==> src/rtl/mmap_pkg.sv <==
package mmap_pkg;

    typedef enum logic [1:0] {
        RGN_NONE = 2'd0,
        RGN_RAM  = 2'd1,
        RGN_ROM  = 2'd2,
        RGN_IO   = 2'd3
    } region_e;

    typedef struct packed {
        logic [7:0] shadow_cfg;
        logic       dual_store;
        logic       alt_page;
    } ctrl_t;

    localparam int unsigned CFG_TXT1_INH = 0;
    localparam int unsigned CFG_OVL_INH  = 6;

    localparam logic [15:0] TXT1_LO = 16'h0400;
    localparam logic [15:0] TXT1_HI = 16'h07FF;
    localparam logic [15:0] ROMWIN_LO = 16'hD000;
    localparam logic [7:0]  IOWIN_PAGE = 8'hC0;

    localparam logic [15:0] SW_DUAL_CLR = 16'hC000;
    localparam logic [15:0] SW_DUAL_SET = 16'hC001;
    localparam logic [15:0] SW_ALT_CLR  = 16'hC054;
    localparam logic [15:0] SW_ALT_SET  = 16'hC055;

endpackage

==> src/rtl/mmap_ctrl.sv <==
module mmap_ctrl
    import mmap_pkg::*;
(
    input  logic        clk,
    input  logic        rst_n,
    input  logic        acc_valid,
    input  region_e     acc_region,
    input  logic [15:0] acc_offset,
    input  logic        cfg_we,
    input  logic [7:0]  cfg_wdata,
    output ctrl_t       ctrl_q
);

    ctrl_t ctrl_d;

    always_comb begin
        ctrl_d = ctrl_q;
        if (cfg_we) begin
            ctrl_d.shadow_cfg = cfg_wdata;
        end
        if (acc_valid && acc_region == RGN_IO) begin
            case (acc_offset)
                SW_DUAL_CLR: ctrl_d.dual_store = 1'b0;
                SW_DUAL_SET: ctrl_d.dual_store = 1'b1;
                SW_ALT_CLR:  ctrl_d.alt_page   = 1'b0;
                SW_ALT_SET:  ctrl_d.alt_page   = 1'b1;
                default: ;
            endcase
        end
    end

    always_ff @(posedge clk or negedge rst_n) begin
        if (!rst_n) begin
            ctrl_q <= '0;
        end else begin
            ctrl_q <= ctrl_d;
        end
    end

    // idle cycles leave the switches and configuration alone
    a_r7_idle_hold: assert property (@(posedge clk) disable iff (!rst_n)
        (!acc_valid && !cfg_we) |=> $stable(ctrl_q));

    // a valid set access to the dual-store switch is seen next cycle
    a_r7_dual_set: assert property (@(posedge clk) disable iff (!rst_n)
        (acc_valid && acc_region == RGN_IO && acc_offset == SW_DUAL_SET) |=> ctrl_q.dual_store);

    // a valid clear access to the alternate-page switch is seen next cycle
    a_r7_alt_clr: assert property (@(posedge clk) disable iff (!rst_n)
        (acc_valid && acc_region == RGN_IO && acc_offset == SW_ALT_CLR) |=> !ctrl_q.alt_page);

endmodule

==> src/rtl/mmap_decode.sv <==
module mmap_decode
    import mmap_pkg::*;
#(
    parameter int unsigned FAST_BANKS = 128,
    parameter int unsigned ROM_BANKS  = 4,
    parameter int unsigned PHYS_W     = $clog2(FAST_BANKS) + 17
) (
    input  logic [23:0]       addr,
    input  logic              ovl_inh,
    input  logic              redirect,
    output region_e           region,
    output logic [PHYS_W-1:0] prim_addr,
    output logic [7:0]        eff_bank
);

    localparam int unsigned FAST_BITS = $clog2(FAST_BANKS);
    localparam int unsigned ROM_BITS  = $clog2(ROM_BANKS);
    localparam int unsigned ROM_PAD   = PHYS_W - ROM_BITS - 16;
    localparam logic [7:0]  ROM_FIRST = 8'(256 - ROM_BANKS);
    localparam logic [8:0]  FAST_LIM  = 9'(FAST_BANKS);

    logic [7:0]  bank;
    logic [15:0] off;
    logic        sys_bank;
    logic        ovl_on;
    logic        in_text1;

    always_comb begin
        bank     = addr[23:16];
        off      = addr[15:0];
        sys_bank = (bank[7:1] == 7'h00) || (bank[7:1] == 7'h70);
        ovl_on   = sys_bank && (bank[7] || !ovl_inh);
        in_text1 = (off >= TXT1_LO) && (off <= TXT1_HI);
        eff_bank = (bank == 8'h00 && redirect && in_text1) ? 8'h01 : bank;

        region    = RGN_NONE;
        prim_addr = '0;
        if (bank >= ROM_FIRST) begin
            region    = RGN_ROM;
            prim_addr = {{ROM_PAD{1'b0}}, bank[ROM_BITS-1:0], off};
        end else if (ovl_on && off[15:8] == IOWIN_PAGE) begin
            region    = RGN_IO;
            prim_addr = {{(PHYS_W-16){1'b0}}, off};
        end else if (ovl_on && off >= ROMWIN_LO) begin
            region    = RGN_ROM;
            prim_addr = {{ROM_PAD{1'b0}}, {ROM_BITS{1'b1}}, off};
        end else if ({1'b0, bank} < FAST_LIM) begin
            region    = RGN_RAM;
            prim_addr = {1'b0, eff_bank[FAST_BITS-1:0], off};
        end else if (sys_bank) begin
            region    = RGN_RAM;
            prim_addr = {1'b1, {(FAST_BITS-1){1'b0}}, bank[0], off};
        end
    end

endmodule

==> src/rtl/mmap_wrgate.sv <==
module mmap_wrgate
    import mmap_pkg::*;
#(
    parameter int unsigned FAST_BANKS = 128,
    parameter int unsigned PHYS_W     = $clog2(FAST_BANKS) + 17
) (
    input  logic              cpu_valid,
    input  logic              cpu_write,
    input  region_e           region,
    input  logic [7:0]        eff_bank,
    input  logic [15:0]       offset,
    input  logic              txt1_inh,
    output logic              mem_we,
    output logic              shadow_we,
    output logic [PHYS_W-1:0] shadow_addr
);

    localparam int unsigned FAST_BITS = $clog2(FAST_BANKS);

    logic in_text1;

    always_comb begin
        in_text1    = (offset >= TXT1_LO) && (offset <= TXT1_HI);
        mem_we      = cpu_valid && cpu_write && (region == RGN_RAM);
        shadow_we   = mem_we && !txt1_inh && (eff_bank[7:1] == 7'h00) && in_text1;
        shadow_addr = {1'b1, {(FAST_BITS-1){1'b0}}, eff_bank[0], offset};
    end

endmodule

==> src/rtl/banked_mapper.sv <==
module banked_mapper
    import mmap_pkg::*;
#(
    parameter int unsigned FAST_BANKS = 128,
    parameter int unsigned ROM_BANKS  = 4,
    parameter int unsigned PHYS_W     = $clog2(FAST_BANKS) + 17
) (
    input  logic              clk,
    input  logic              rst_n,
    input  logic [23:0]       cpu_addr,
    input  logic              cpu_valid,
    input  logic              cpu_write,
    input  logic              cfg_we,
    input  logic [7:0]        cfg_wdata,
    output logic [1:0]        region_o,
    output logic [PHYS_W-1:0] prim_addr_o,
    output logic              mem_we_o,
    output logic              shadow_we_o,
    output logic [PHYS_W-1:0] shadow_addr_o
);

    localparam int unsigned ROM_BYTES = ROM_BANKS * 65536;

    ctrl_t   ctrl_q;
    region_e region;
    logic [7:0] eff_bank;
    logic    unused_cfg_bits;

    assign unused_cfg_bits = ^{ctrl_q.shadow_cfg[7], ctrl_q.shadow_cfg[5:1]};

    mmap_ctrl u_ctrl (
        .clk        (clk),
        .rst_n      (rst_n),
        .acc_valid  (cpu_valid),
        .acc_region (region),
        .acc_offset (cpu_addr[15:0]),
        .cfg_we     (cfg_we),
        .cfg_wdata  (cfg_wdata),
        .ctrl_q     (ctrl_q)
    );

    mmap_decode #(
        .FAST_BANKS (FAST_BANKS),
        .ROM_BANKS  (ROM_BANKS),
        .PHYS_W     (PHYS_W)
    ) u_decode (
        .addr      (cpu_addr),
        .ovl_inh   (ctrl_q.shadow_cfg[CFG_OVL_INH]),
        .redirect  (ctrl_q.dual_store && ctrl_q.alt_page),
        .region    (region),
        .prim_addr (prim_addr_o),
        .eff_bank  (eff_bank)
    );

    mmap_wrgate #(
        .FAST_BANKS (FAST_BANKS),
        .PHYS_W     (PHYS_W)
    ) u_wrgate (
        .cpu_valid   (cpu_valid),
        .cpu_write   (cpu_write),
        .region      (region),
        .eff_bank    (eff_bank),
        .offset      (cpu_addr[15:0]),
        .txt1_inh    (ctrl_q.shadow_cfg[CFG_TXT1_INH]),
        .mem_we      (mem_we_o),
        .shadow_we   (shadow_we_o),
        .shadow_addr (shadow_addr_o)
    );

    assign region_o = region;

    // ROM is never written
    a_r3_rom_no_we: assert property (@(posedge clk) disable iff (!rst_n)
        (region == RGN_ROM) |-> (!mem_we_o && !shadow_we_o));

    // ROM physical addresses stay inside the ROM
    a_r2_rom_range: assert property (@(posedge clk) disable iff (!rst_n)
        (region == RGN_ROM) |-> (32'(prim_addr_o) < 32'(ROM_BYTES)));

    // a shadow write only accompanies a primary RAM write
    a_r9_shadow_needs_we: assert property (@(posedge clk) disable iff (!rst_n)
        shadow_we_o |-> (mem_we_o && region == RGN_RAM && cpu_write));

    // shadowing is one-way, nothing from the upper banks is mirrored
    a_r10_one_way: assert property (@(posedge clk) disable iff (!rst_n)
        (cpu_addr[23:16] >= 8'hE0) |-> !shadow_we_o);

endmodule

==> config.mk <==
export PLATFORM = sky130hd
export DESIGN_NAME = banked_mapper
export DESIGN_NICKNAME = d
export VERILOG_FILES = /design/src/rtl/mmap_pkg.sv /design/src/rtl/mmap_ctrl.sv /design/src/rtl/mmap_decode.sv /design/src/rtl/mmap_wrgate.sv /design/src/rtl/banked_mapper.sv
export SDC_FILE = /design/constraint.sdc
export NUM_CORES = 1
export LEC_CHECK = 0
export ABC_AREA = 1
export CAP_MARGIN = 10
export CORE_ASPECT_RATIO = 0.7
export CORE_MARGIN = 2
export CORE_UTILIZATION = 50
export DETAILED_ROUTE_END_ITERATION = 10
export DONT_BUFFER_PORTS = 1
export PLACE_DENSITY = 0.7
export SLEW_MARGIN = 40
export SYNTH_ARGS = -nofsm -noshare
export SYNTH_HDL_FRONTEND = slang
export SYNTH_HIERARCHICAL = 1
export SYNTH_SLANG_ARGS = --single-unit
export TNS_END_PERCENT = 10
==> constraint.sdc <==
create_clock -name clk -period 2 [get_ports clk]
set_input_delay 0.3 -clock clk [delete_from_list [all_inputs] [get_ports clk]]
set_output_delay 0.3 -clock clk [all_outputs]
set_load 0.01 [all_outputs]
# After elaboration in Yosys (flattened, before gate mapping)
# Index checks and enable logic that the tools add are counted.
[classes]
order_cmp = 5
eq_ne = 8
mux = 13
reduce_logical = 24
[ops]
columns = ["cell", "count"]
rows = [
  ["$mux 24", 5],
  ["$eq 16x16->1 const B", 4],
  ["$ge 16x11->1 const B", 1],
  ["$ge 16x16->1 const B", 1],
  ["$le 16x11->1 const B", 1],
  ["$logic_not 7->1", 2],
  ["$logic_and 1x1->1", 13],
  ["$eq 8x8->1 const B", 1],
  ["$ge 8x8->1 const B", 1],
  ["$logic_not 8->1", 1],
  ["$lt 8x8->1 const B", 1],
  ["$mux 2", 4],
  ["$mux 8", 1],
  ["$eq 7x7->1 const B", 1],
  ["$pmux 1 s2", 2],
  ["$reduce_and 2->1", 2],
  ["$reduce_bool 2->1", 2],
  ["$eq 2x1->1 const B", 1],
  ["$eq 2x2->1 const B", 1],
  ["$logic_not 1->1", 2],
  ["$logic_or 1x1->1", 2],
  ["$mux 1", 1],
]
[totals]
reg_bits = 9
inputBits = 37
out_inout_bits = 52
elab_cells = 53

# Depth between registers and ports, before layout
[logic_depth]
ltp_word = 12
mapped_depth = 13
ltp_nobuf = 12

# Hierarchy
# Netlist, hierarchy kept.
[by_module_without_submodules]
columns = ["module", "n_inst", "cells_each", "area_each_um2", "seq_area_each_um2"]
rows = [
  ["mmap_ctrl", 1, 54, 495.5, 250.2],
  ["mmap_decode", 1, 104, 478.0, 0.0],
  ["mmap_wrgate", 1, 49, 281.5, 0.0],
  ["banked_mapper", 1, 2, 7.5, 0.0],
]

# Worst setup path before layout
# OpenSTA, ideal clock, no wires.
[synth_timing]
path_kind = "input -> output"
start = "input port cpu_addr[23]"
end = "output port shadow_we_o"
arrival_ns = 1.471
required_time_ns = 1.700
setup_slack_ns = 0.229
path_stages = 12
path_buffers = 1
cell_sequence = "buf_6 > inv_1 > nand2_1 > nand2_1 > nor2_1 > nand3_1 > nand3_1 > inv_1 > nand2_1 > nor2_2 > nand3_1 > nor2_2"
[synth_between]
elab_chain_len = 12
elab_cells_between_ends = 24
cone_classes = "2 x order compare; 2 x eq/ne; 6 x mux; 14 x reduce/logical"
[synth_lines]
columns = ["element", "line_no", "rtl"]
rows = [
  ["from (decl)", "banked_mapper.sv:10", "input logic [23:0] cpu_addr,"],
  ["$eq 7x7->1 / $logic_not 7->1 (equally long branches)", "mmap_decode.sv:31", "sys_bank = (bank[7:1] == 7'h00) || (bank[7:1] == 7'h70);"],
  ["$logic_or 1x1->1", "mmap_decode.sv:31", ""],
  ["$logic_and 1x1->1", "mmap_decode.sv:32", "ovl_on = sys_bank && (bank[7] || !ovl_inh);"],
  ["$logic_and 1x1->1", "mmap_decode.sv:44", "end else if (ovl_on && off >= ROMWIN_LO) begin"],
  ["$mux 2", "mmap_decode.sv:44", ""],
  ["$mux 2", "mmap_decode.sv:41", "end else if (ovl_on && off[15:8] == IOWIN_PAGE) begin"],
  ["$mux 2 (*)", "mmap_decode.sv:38", "if (bank >= ROM_FIRST) begin"],
  ["via region_o[1]", "banked_mapper.sv:15", "output logic [1:0] region_o,"],
  ["$eq 2x1->1 (*)", "mmap_wrgate.sv:24", "mem_we = cpu_valid && cpu_write && (region == RGN_RAM);"],
  ["$logic_and 1x1->1 (*)", "mmap_wrgate.sv:24", ""],
  ["via mem_we_o", "banked_mapper.sv:17", "output logic mem_we_o,"],
  ["$logic_and 1x1->1 (*) (3 in a row)", "mmap_wrgate.sv:25", "shadow_we = mem_we && !txt1_inh && (eff_bank[7:1] == 7'h00) && in_text1;"],
  ["to (decl)", "banked_mapper.sv:18", "output logic shadow_we_o,"],
]
# The timed path passes the listed nets; every way through them passes the cells marked *.

# Final worst setup path
[layout_timing]
start = "register, netlist name u_ctrl/ctrl_q[8]"
end = "output port shadow_we_o"
[layout_between]
elab_chain_len = 12
elab_cells_between_ends = 13
cone_classes = "1 x eq/ne; 3 x mux; 9 x reduce/logical"
[layout_lines]
columns = ["element", "line_no"]
rows = [
  ["$logic_not 1->1 (*)", "mmap_decode.sv:32"],
  ["$logic_or 1x1->1 (*)", "mmap_decode.sv:32"],
  ["$logic_and 1x1->1 (*)", "mmap_decode.sv:32"],
  ["$logic_and 1x1->1", "mmap_decode.sv:44"],
  ["$mux 2", "mmap_decode.sv:44"],
  ["$mux 2 (*)", "mmap_decode.sv:41"],
  ["$mux 2 (*)", "mmap_decode.sv:38"],
  ["via region_o[0]", "banked_mapper.sv:15"],
  ["$eq 2x1->1 (*)", "mmap_wrgate.sv:24"],
  ["$logic_and 1x1->1 (*)", "mmap_wrgate.sv:24"],
  ["$logic_and 1x1->1 (*) (3 in a row)", "mmap_wrgate.sv:25"],
]
# Marked as above.

==> impl_metrics.tcl <==
set metrics [dict create \
    status "finished with violations" \
    failed_checks "DRC" \
    placementRows 13 \
    cts_buffer_depth 2 \
    die_area_mm2 0.00248 \
    leakagePower_nw 0.590 \
    wl_per_cell_um 10.1 \
    io_buffers 0 \
    critPathLaunchType "flip-flop" \
    die_y_um 42.2 \
    via_per_inst 4.70 \
    cp_num_cells 10 \
    worst_clock_skew_ns 0.000919 \
    grt_first_pass_wirelength_um 3190 \
    hold_path_depth 1 \
    power_frac_comb_pct 36.1 \
    largestRegisters "u_ctrl/ctrl_q (4)" \
    antenna_found_initial 0 \
    dr.pass1.iters 9 \
    finish.instance_area_um2 900 \
    r2r_setup_slack_ns 0.40 \
    dieWidth_um 58.6 \
    swShare_pct 35.4 \
    min_path_type "input pin to flip-flop" \
    syn_avg_cell_area_um2 5.30 \
    yosys_warnings 6 \
    max-cap-violations 0 \
    drive_above_1_share_pct 9.20 \
    slew_viol_final 0 \
    crit_slowest_cell "dfrtp_1" \
    utilization_pct 46.9 \
    diodes 0 \
    clk_latency_ns 0.23 \
    seqCellArea_um2 100 \
    coreArea_mm2 0.00192 \
    setup_violations 0 \
    cp.arrival_ns 1.57 \
    grt_overflow_total 0 \
    drt_iter0_markers 27 \
    critPathCaptureType "output pin" \
    cts-htree-levels 1 \
    ant_nets 0 \
    grt_max_degree 17 \
    dpl.hpwl_um 1720 \
    cts_sinks 4 \
    slowest_delay_ns 0.36 \
    largest_reg_flops 4 \
    switching_power_w 0.000101 \
    initial_core_util_pct 54.4 \
    post-cts-setup-buffer-count 0 \
    vias 921 \
    grtUsageTotal_pct 16.0 \
    ir_worst_vdd_mv 0.316 \
    cts-root-buf "clkbuf_4" \
    final_cells 196 \
    netlist_area_mm2 0.00104 \
    power_density_mw_per_mm2 318 \
    routabilityCongestion 0.896 \
    critPathTopFamily "simple AND/OR/NAND/NOR gates" \
    rsz0062_at_grt "no" \
    p_int_w 0.000185 \
    cts_buffers 3 \
    cts.reportedPaths.clkPinSlew_ns 0.03 \
    p_seq_share_pct 30.7 \
    p_clk_share_pct 33.2 \
    cp_common_cell "nand2_1" \
    drc 5 \
    first_global_vias 756 \
    cts_tree "built" \
    syn_inst 197 \
    path_class "flip-flop to output pin" \
    hold_violations 0 \
    crit_buf_inv 1 \
    max_freq_mhz 535 \
    regMostFlops "u_ctrl/ctrl_q" \
    place_area_um2 862 \
    final_nets 213 \
    critPathMaxFanout 4 \
    nFillCells 219 \
    path_cells "nand2_1 > nand2_1 > nor2_1 > nand3_2 > o21ai_0 > inv_1 > nand2_1 > nor2_2 > nand3_1 > nor2_2" \
    worst_ep_required_time_ns 1.70 \
    io_pins 89 \
    area_delta_synth_final_pct -13.9 \
    multi_input_comb_area_um2 559 \
    drt_wl_total_um 1990 \
    fin_crit_ns 1.87 \
    tns_ns 0 \
    fin_crit_sh_pct 93.4 \
    reg2regPathDepth 11 \
    place_inst 192 \
]
==> layout by cell type, fill, tap and decap left out <==
master / count
dfrtp_1: 4
inv_2: 3
nor4_4: 1
clkbuf_4: 3
or2_2: 1
buf_4: 2
nor2_1: 33
conb_1: 7
o21ai_0: 1
nand3_4: 2
nor2_2: 2
nand3_1: 12
nor3_1: 1
o211ai_1: 1
inv_1: 41
nand2_1: 52
or2_1: 2
dlygate4sd3_1: 1
mux2_1: 2
nor2_4: 1
a21oi_1: 1
nand3_2: 1
==> power groups by stage <==
stage	Combinational (W)	Sequential (W)	Clock (W)
after floorplan	0.000148	0.0000878	0
after global placement	0.0000993	0.0000888	0
after detailed placement	0.000101	0.0000889	0
after CTS	0.000104	0.0000879	0.000102
after global routing	0.000118	0.0000882	0.000104
final	0.000103	0.0000880	0.0000952
==> timing repair <==
action | CTS | global route
gates resized for setup | 0 | 1
hold buffers | 1 | 0
endpoints found under the hold margin | 4 | 0
setup endpoints to repair | 0 | 1
==> final timing paths <==
check | start | endpoint
max | u_ctrl/ctrl_q[8] | shadow_we_o
max in group asynchronous | rst_n | u_ctrl/ctrl_q[0]
min reg2reg | u_ctrl/ctrl_q[0] | u_ctrl/ctrl_q[0]
min in group asynchronous | rst_n | u_ctrl/ctrl_q[2]
max reg2reg | u_ctrl/ctrl_q[8] | u_ctrl/ctrl_q[1]
min | cfg_wdata[0] | u_ctrl/ctrl_q[2]
==> stage by stage <==
step	setup slack, ns	total power [W]	hold slack, ns
2_1_floorplan	0.229	0.000236	0.00441
3_3_place_gp	0.217	0.000188	0.00451
3_5_place_dp	0.206	0.000190	0.00452
4_1_cts	0.0719	0.000293	0.196
5_1_grt	0.00884	0.000310	0.197
6_report	0.132	0.000287	0.208
==> per-layer routing <==
layer	GRT usage, %	part of all wire, %
met3	2.47	8.9
met1	20.6	44
met2	27.4	47
met4	4.55	0.10
met5	0	0
==> layout make-up <==
type                    instances  area share, %
multi-input cells             120           62.2
inverters                      44           18.4
flip-flops and latches          4           11.1
well taps                      22           3.06
repair buffers                  3           2.78
clock buffers                   3           2.50
Note: power is estimated with default switching activity, not from simulation.
